### config.mk
export PLATFORM = sky130hd
export DESIGN_NAME = cvid_pattern_gen
export DESIGN_NICKNAME = d
export VERILOG_FILES = /design/src/rtl/cvid_pattern_gen.sv
export SDC_FILE = /design/constraint.sdc
export NUM_CORES = 1
export LEC_CHECK = 0
export CORE_UTILIZATION = 57
export CTS_CLUSTER_DIAMETER = 120
export DETAILED_ROUTE_END_ITERATION = 16
export PLACE_DENSITY = 0.81
export SYNTH_ARGS = -nofsm -noshare
export SYNTH_HDL_FRONTEND = slang
export SYNTH_SLANG_ARGS = --single-unit
### constraint.sdc
create_clock -name clk -period 7.8 [get_ports clk]
set_input_delay 1.56 -clock clk [delete_from_list [all_inputs] [get_ports clk]]
set_output_delay 1.56 -clock clk [all_outputs]
set_load 0.01 [all_outputs]
### src/rtl/cvid_pattern_gen.sv
module cvid_pattern_gen #(
  parameter int H_W          = 11,
  parameter int V_W          = 10,
  parameter int H_ACTIVE     = 720,
  parameter int V_ACTIVE     = 486,
  parameter int SHALLOW_LOG2 = 3,
  parameter int SHALLOW_BASE = 448,
  parameter int COSITE_H     = 360
) (
  input  logic           clk,
  input  logic           rst_n,
  input  logic           pix_en,
  input  logic [H_W-1:0] h_pos,
  input  logic [V_W-1:0] v_pos,
  input  logic [2:0]     pat_sel,
  input  logic           mode_8bit,
  output logic [9:0]     y_data,
  output logic           y_stb,
  output logic [9:0]     cb_data,
  output logic [9:0]     cr_data,
  output logic           c_stb
);

  localparam int Y_BLACK    = 64;
  localparam int Y_WHITE    = 940;
  localparam int C_ZERO     = 512;
  localparam int C_PEAK     = 960;
  localparam int EXT_MARGIN = ((Y_WHITE - Y_BLACK) * 5 + 50) / 100;
  localparam int EXT_LO     = Y_BLACK - EXT_MARGIN;
  localparam int EXT_HI     = Y_WHITE + EXT_MARGIN;
  localparam int LIM_LO     = 4;
  localparam int LIM_HI     = 1016;
  localparam int FRAC       = 10;
  localparam int EXT_SLOPE  = (((EXT_HI - EXT_LO) << FRAC) + H_ACTIVE - 2) / (H_ACTIVE - 1);
  localparam int LIM_SLOPE  = (((LIM_HI - LIM_LO) << FRAC) + H_ACTIVE - 2) / (H_ACTIVE - 1);
  localparam int PW         = H_W + 12;

  localparam logic [2:0] PAT_EXT     = 3'd0;
  localparam logic [2:0] PAT_LIMIT   = 3'd1;
  localparam logic [2:0] PAT_SHALLOW = 3'd2;
  localparam logic [2:0] PAT_GRAY    = 3'd3;
  localparam logic [2:0] PAT_COSITE  = 3'd4;

  localparam logic [H_W-1:0] H_LIM  = H_W'(H_ACTIVE);
  localparam logic [V_W-1:0] V_LIM  = V_W'(V_ACTIVE);
  localparam logic [H_W-1:0] H_PULS = H_W'(COSITE_H);

  logic [2:0]    pat_q;
  logic [2:0]    pat_now;
  logic          line_start;
  logic          active;
  logic          cosite;
  logic [PW-1:0] ext_prod;
  logic [PW-1:0] lim_prod;
  logic [9:0]    y_n, c_n, y_m, c_m;

  assign line_start = pix_en && (h_pos == '0);
  assign pat_now    = line_start ? pat_sel : pat_q;
  assign active     = (h_pos < H_LIM) && (v_pos < V_LIM);
  assign cosite     = !h_pos[0];
  assign ext_prod   = PW'(h_pos) * PW'(EXT_SLOPE);
  assign lim_prod   = PW'(h_pos) * PW'(LIM_SLOPE);

  always_comb begin
    y_n = 10'(Y_BLACK);
    c_n = 10'(C_ZERO);
    if (active) begin
      case (pat_now)
        PAT_EXT:     y_n = 10'(EXT_LO) + 10'(ext_prod >> FRAC);
        PAT_LIMIT:   y_n = 10'(LIM_LO) + 10'(lim_prod >> FRAC);
        PAT_SHALLOW: y_n = 10'(SHALLOW_BASE) + 10'(h_pos >> SHALLOW_LOG2);
        PAT_GRAY:    y_n = 10'd508;
        PAT_COSITE:  if (h_pos == H_PULS) begin
                       y_n = 10'(Y_WHITE);
                       c_n = 10'(C_PEAK);
                     end
        default:     y_n = 10'(Y_BLACK);
      endcase
    end
  end

  assign y_m = mode_8bit ? {y_n[9:2], 2'b00} : y_n;
  assign c_m = mode_8bit ? {c_n[9:2], 2'b00} : c_n;

  always_ff @(posedge clk) begin
    if (!rst_n) begin
      pat_q   <= PAT_EXT;
      y_data  <= 10'(Y_BLACK);
      cb_data <= 10'(C_ZERO);
      cr_data <= 10'(C_ZERO);
      y_stb   <= 1'b0;
      c_stb   <= 1'b0;
    end else begin
      y_stb <= pix_en;
      c_stb <= pix_en && cosite;
      if (line_start) pat_q <= pat_sel;
      if (pix_en) y_data <= y_m;
      if (pix_en && cosite) begin
        cb_data <= c_m;
        cr_data <= c_m;
      end
    end
  end


  c_within_y_chk: assert property (@(posedge clk) disable iff (!rst_n)
    c_stb |-> y_stb);


  odd_no_chroma_chk: assert property (@(posedge clk) disable iff (!rst_n)
    (pix_en && h_pos[0]) |=> !c_stb);


  blank_luma_chk: assert property (@(posedge clk) disable iff (!rst_n)
    (pix_en && !active) |=> (y_data == 10'd64));


  limit_range_chk: assert property (@(posedge clk) disable iff (!rst_n)
    (pix_en && active && pat_now == PAT_LIMIT) |=> (y_data >= 10'd4 && y_data <= 10'd1016));


  low_bits_chk: assert property (@(posedge clk) disable iff (!rst_n)
    (pix_en && mode_8bit) |=> (y_data[1:0] == 2'b00));

endmodule

Yosys cells after proc, flatten, opt, wreduce, memory -nomap -nowiden --
Cells that the tools add are included.
Word-level totals: register bits after elaboration 25, output and inout bits 32
Cells by class: $add $sub $neg 3, $mul 2, $lt $le $gt $ge 2, equality and inequality tests 5, multiplexer cells 9, reduce and logical (&&, ||, !) cells 6
Operators with widths (count):
- one-hot mux 10 bit (5 select lines) | 1
- 2-to-1 mux 9 bit | 3
- multiplier 11 x 11 -> 20 bit (second input constant) | 1
- 2-to-1 mux 10 bit | 2
- multiplier 11 x 10 -> 19 bit (second input constant) | 1
- == test 11 x 9 -> 1 bit (second input constant) | 1
- logical NOT 11 bit | 1
- less-than comparator 11 x 10 -> 1 bit (second input constant) | 1
- adder 3 x 10 -> 10 bit (first input constant) | 1
- adder 5 x 10 -> 10 bit (first input constant) | 1
- adder 9 x 8 -> 10 bit (first input constant) | 1
- less-than comparator 10 x 9 -> 1 bit (second input constant) | 1
- == test 3 x 2 -> 1 bit (second input constant) | 2
- 2-to-1 mux 2 bit | 2
- == test 3 x 1 -> 1 bit (second input constant) | 1
- == test 3 bit (second input constant) | 1
- logical AND 1 bit | 3
- logical NOT 3 bit | 1
- 2-to-1 mux 3 bit | 1
- logical NOT 1 bit | 1

Longest topological paths before layout --
word-level depth 7, gate-level depth with buffers 22, depth with buffers taken out 21

Least setup slack after synthesis --
Ideal clock, no wire load.
path type input to register, from input h_pos[1], to register y_data[8], library setup time 0.074 ns, arrival 6.402 ns, data required time 7.726 ns, path slack 1.324 ns, stages 19, path through ha_1 inv_1 fa_1 inv_1 fa_1 inv_1 fa_1 fa_1 inv_1 ha_1 a21oi_2 o221ai_2 a21oi_4 o21ai_2 a311o_1 xor2_1 or3_1 a211o_1 a31oi_1
Between the ends: longest elaborated chain between the ends 6
Ends and longest elaborated chain:
- start, declared | RTL line 13 | input logic [H_W-1:0] h_pos,
- parallel branches: the longest is 5 deep, another holds multiplier 11 x 10 -> 19 bit
- 2-to-1 mux 10 bit (*) | RTL line 67 | if (active) begin
- end signal, assigned | RTL line 88 | y_data <= 10'(Y_BLACK);
- end signal, assigned | RTL line 97 | if (pix_en) y_data <= y_m;
- end, declared | RTL line 17 | output logic [9:0] y_data,
Mark *: on every way between the ends. A chain may end at the register's enable or synchronous reset.

Worst setup path in the final report --
from input h_pos[2], to register y_data[7]
Same word-level chain as after synthesis.

==> flow_summary_export.csv <==
group,metric,value,unit
power_and_ir_drop,clock_power_share,3.3,%
worst_hold_path,min_path_type,"reg -> reg",
setup_path,worstSetupPathType,"in -> reg",
setup_path,rrSetupSlack,5.74,ns
layout,fillers,693,
drt,firstDrtPassIters,5,
power_and_ir_drop,finalPower,2.23,mW
clocking,cts_resized,0,
synth,syn_area_per_cell,9.05,sq um
clocking,post_cts_buffers,0,
sta,fin_crit,7.26,ns
global_routing,grt-ovfl-total,0,
die,die_h,97.4,um
clocking,ctsHoldBuffers,0,
layout,nets,824,
setup_path,cp-end-kind,"register",
global_routing,use_met1,33.6,%
global_routing,grt.busiest_layer,"met2",
synth,ys_types,65,
clocking,cts_root_buffer,"clkbuf_8",
drt,wl,11.8,mm
place,dp_hpwl,10.4,mm
synth,syn_inst,573,
clocking,clock_latency,0.25,ns
synth,ys_warn_count,0,
global_routing,use_met2,46.7,%
synth,synth_area,0.00519,sq mm
synth,yosysSeqAreaShare,6.17,%
clocking,cts_buffers,3,
die,die_w,97.4,um
synth,async_flop_share,0,%
die,ios,60,
layout,n_antenna_cell,0,
setup_path,arrival,7.40,ns
drt,detailroute.via_count,4150,
sta,fin_tns_setup,0,ns
setup_path,worstPathCellList,"clkdlybuf4s50_1, ha_1, inv_1, fa_1, inv_1, fa_1, inv_1, fa_1, fa_1, inv_1, ha_1, nand4_1, a21oi_2, a211oi_1, o311a_1, o32ai_1, nor2_1, mux2i_1, a2bb2oi_1, a21oi_1",
drt,viasPerCell,5.72,
outcome,outcome,"completed",
power_and_ir_drop,comb_power_share,92.1,%
synth,synth_top_area_share,29.7,%
global_routing,grt_pass1_vias,4407,
drt,ant_nets,0,
sta,setup_viol,0,
power_and_ir_drop,sw_frac_of_total,54.0,%
global_routing,grt_usage,26.6,%
sta,worst_pin_slew,0.957,ns
global_routing,grt_pass1_wl,20.6,mm
power_and_ir_drop,p_leak,2.92,nW
setup_path,start_kind,"primary input",
setup_path,cp_max_fo,7,
sta,rsz0062_at_grt,"no",
layout,drive_gt1_share,5.66,%
global_routing,antenna_found_initial,0,
drt,drc,0,
sta,final.period_utilization,93.1,%
synth,synth_edf_count,0,
sta,slew_viol_final,0,
clocking,clk_pin_slew_worst_paths,0.06,ns
sta,finalHoldViolCount,0,
power_and_ir_drop,vdd_drop_max,0.316,mV
run,maxCapViolCount,0,
global_routing,grt_max_degree,13,
setup_path,critical_path_required,7.94,ns
drt,wl_per_cell,16.2,um
die,fp.dieArea,0.00949,sq mm
power_and_ir_drop,intPower,1.03,mW
clocking,ctsLongestPathBuffers,2,
place,gp_congestion,0.915,
synth,ys.flop_type,"dfxtp_1",
setup_path,crit_slowest_cell,"clkdlybuf4s50_1",
synth,yosys.area.top_type,"ha_1",
clocking,clock-sinks,16,
clocking,htreeDepth,1,
die,rows,34,
global_routing,use_met3,2.01,%
sta,timing.fmax,0.138,GHz
drt,dr.first_iter.drc_count,194,
die,core_area,0.00876,sq mm
die,initial_core_util,59.2,%
place,port_buffers,44,
synth,yosys-top-cells-area,"ha_1 (30%), fa_1 (21%), inv_1 (8.1%)",
sta,fin_skew,0.00281,ns
power_and_ir_drop,power_switching,1.20,mW
power_and_ir_drop,pwr-share-seq,4.6,%
layout,area_delta_synth_final,11.3,%
synth,synth-seq-cells,16,
power_and_ir_drop,power_density,387,mW/mm^2
setup_path,max_stage_delay,0.62,ns
sta,relSlewSlack,34.6,%
clocking,cts_tree,"built",
[per-stage QoR]
step | instances | setup slack [ns] | hold WS [ns] | util, % | cell area (sq um)
global route | 726 | 0.290 | 0.488 | 65.9 | 5770
CTS | 726 | 0.584 | 0.474 | 65.9 | 5770
detailed placement | 722 | 0.327 | 0.465 | 65.2 | 5720
floorplan | 585 | 1.32 | 0.486 | - | 5230
global placement | 722 | 0.398 | 0.453 | 65.2 | 5720
finish | 726 | 0.538 | 0.470 | 65.9 | 5770
[layout by cell type (no fill, tap or decap), types with 10 or more instances in the layout]
cell type | Yosys | final
dfxtp_1 | 16 | 16
xor2_1 | 14 | 14
a21oi_1 | 23 | 23
clkdlybuf4s50_1 | 0 | 44
xnor2_1 | 21 | 21
inv_1 | 112 | 112
nand2_1 | 15 | 15
ha_1 | 123 | 123
nand3_1 | 11 | 11
nor3_1 | 11 | 11
fa_1 | 54 | 54
conb_1 | 2 | 14
buf_4 | 19 | 10
nor2_1 | 23 | 23
[Yosys cell counts (6+ instances only)]
library cell / instances
nand2_1: 15
nor3_1: 11
dfxtp_1: 16
o21ai_0: 8
nand3_1: 11
xor2_1: 14
mux2i_1: 6
ha_1: 123
nand4_1: 9
xnor2_1: 21
nand2b_1: 7
buf_4: 19
fa_1: 54
a21oi_1: 23
inv_1: 112
nor2_1: 23
[worst max-delay path: cells and delay by family]
kind | cells | cell delay [ns]
multiplexers | 1 | 0.25
adder cells (fa/ha/maj) | 6 | 2.84
AO/OA/AOI/OAI | 6 | 1.56
buffers and inverters | 5 | 0.91
AND/OR/NAND/NOR | 2 | 0.28
[power groups by stage]
stage / registers [mW] / clock network, mW / logic (mW)
after floorplan: 0.110 / 0 / 1.57
after global placement: 0.104 / 0 / 1.96
after global routing: 0.105 / 0.0794 / 2.33
final: 0.103 / 0.0740 / 2.05
after detailed placement: 0.105 / 0 / 2.02
after CTS: 0.104 / 0.0733 / 2.04
[kinds of logic (layout without fill, tap and decap cells)]
| family | after synthesis | after routing | synth area share [%] |
|---|---|---|---|
| AO/OA/AOI/OAI | 92 | 92 | 13.4 |
| adder cells (fa/ha/maj) | 177 | 177 | 50.5 |
| other | 2 | 14 | 0.145 |
| flip-flops | 16 | 16 | 6.17 |
| multiplexers | 9 | 9 | 1.81 |
| buffers and inverters | 138 | 171 | 11.4 |
| XOR/XNOR | 35 | 35 | 5.91 |
| AND/OR/NAND/NOR | 104 | 104 | 10.7 |
[per-layer routing]
layer | part of all wire, % | vias up | routed length (um)
met4 | 4.6 | 0 | 546
met2 | 50 | 116 | 5850
met5 | 0 | - | 0
met3 | 3.5 | 33 | 412
met1 | 42 | 1998 | 4990
li1 | - | 2003 | -
[final timing paths]
check,startpoint,endpoint,depth (start not counted)
min,y_data[0],y_data[0],2
min reg2reg,y_data[0],y_data[0],2
max reg2reg,pat_q[0],y_data[0],6
max,h_pos[2],y_data[7],20
[state kept, by name, indices dropped and copies added, names as in the netlist]
signal and cells:
y_data 10, pat_q 3, c_stb 1, cr_data 1, y_stb 1
[layout make-up]
cell class	instances	area [sq um]	share of cell area, %
inverter	113	424	7.35
tap	108	135	2.34
timing repair buffer	54	515	8.93
multi-input combinational	431	4320	74.9
sequential	16	320	5.55
clock buffer	4	55.1	0.954
Note: power is estimated with default switching activity, not from simulation.
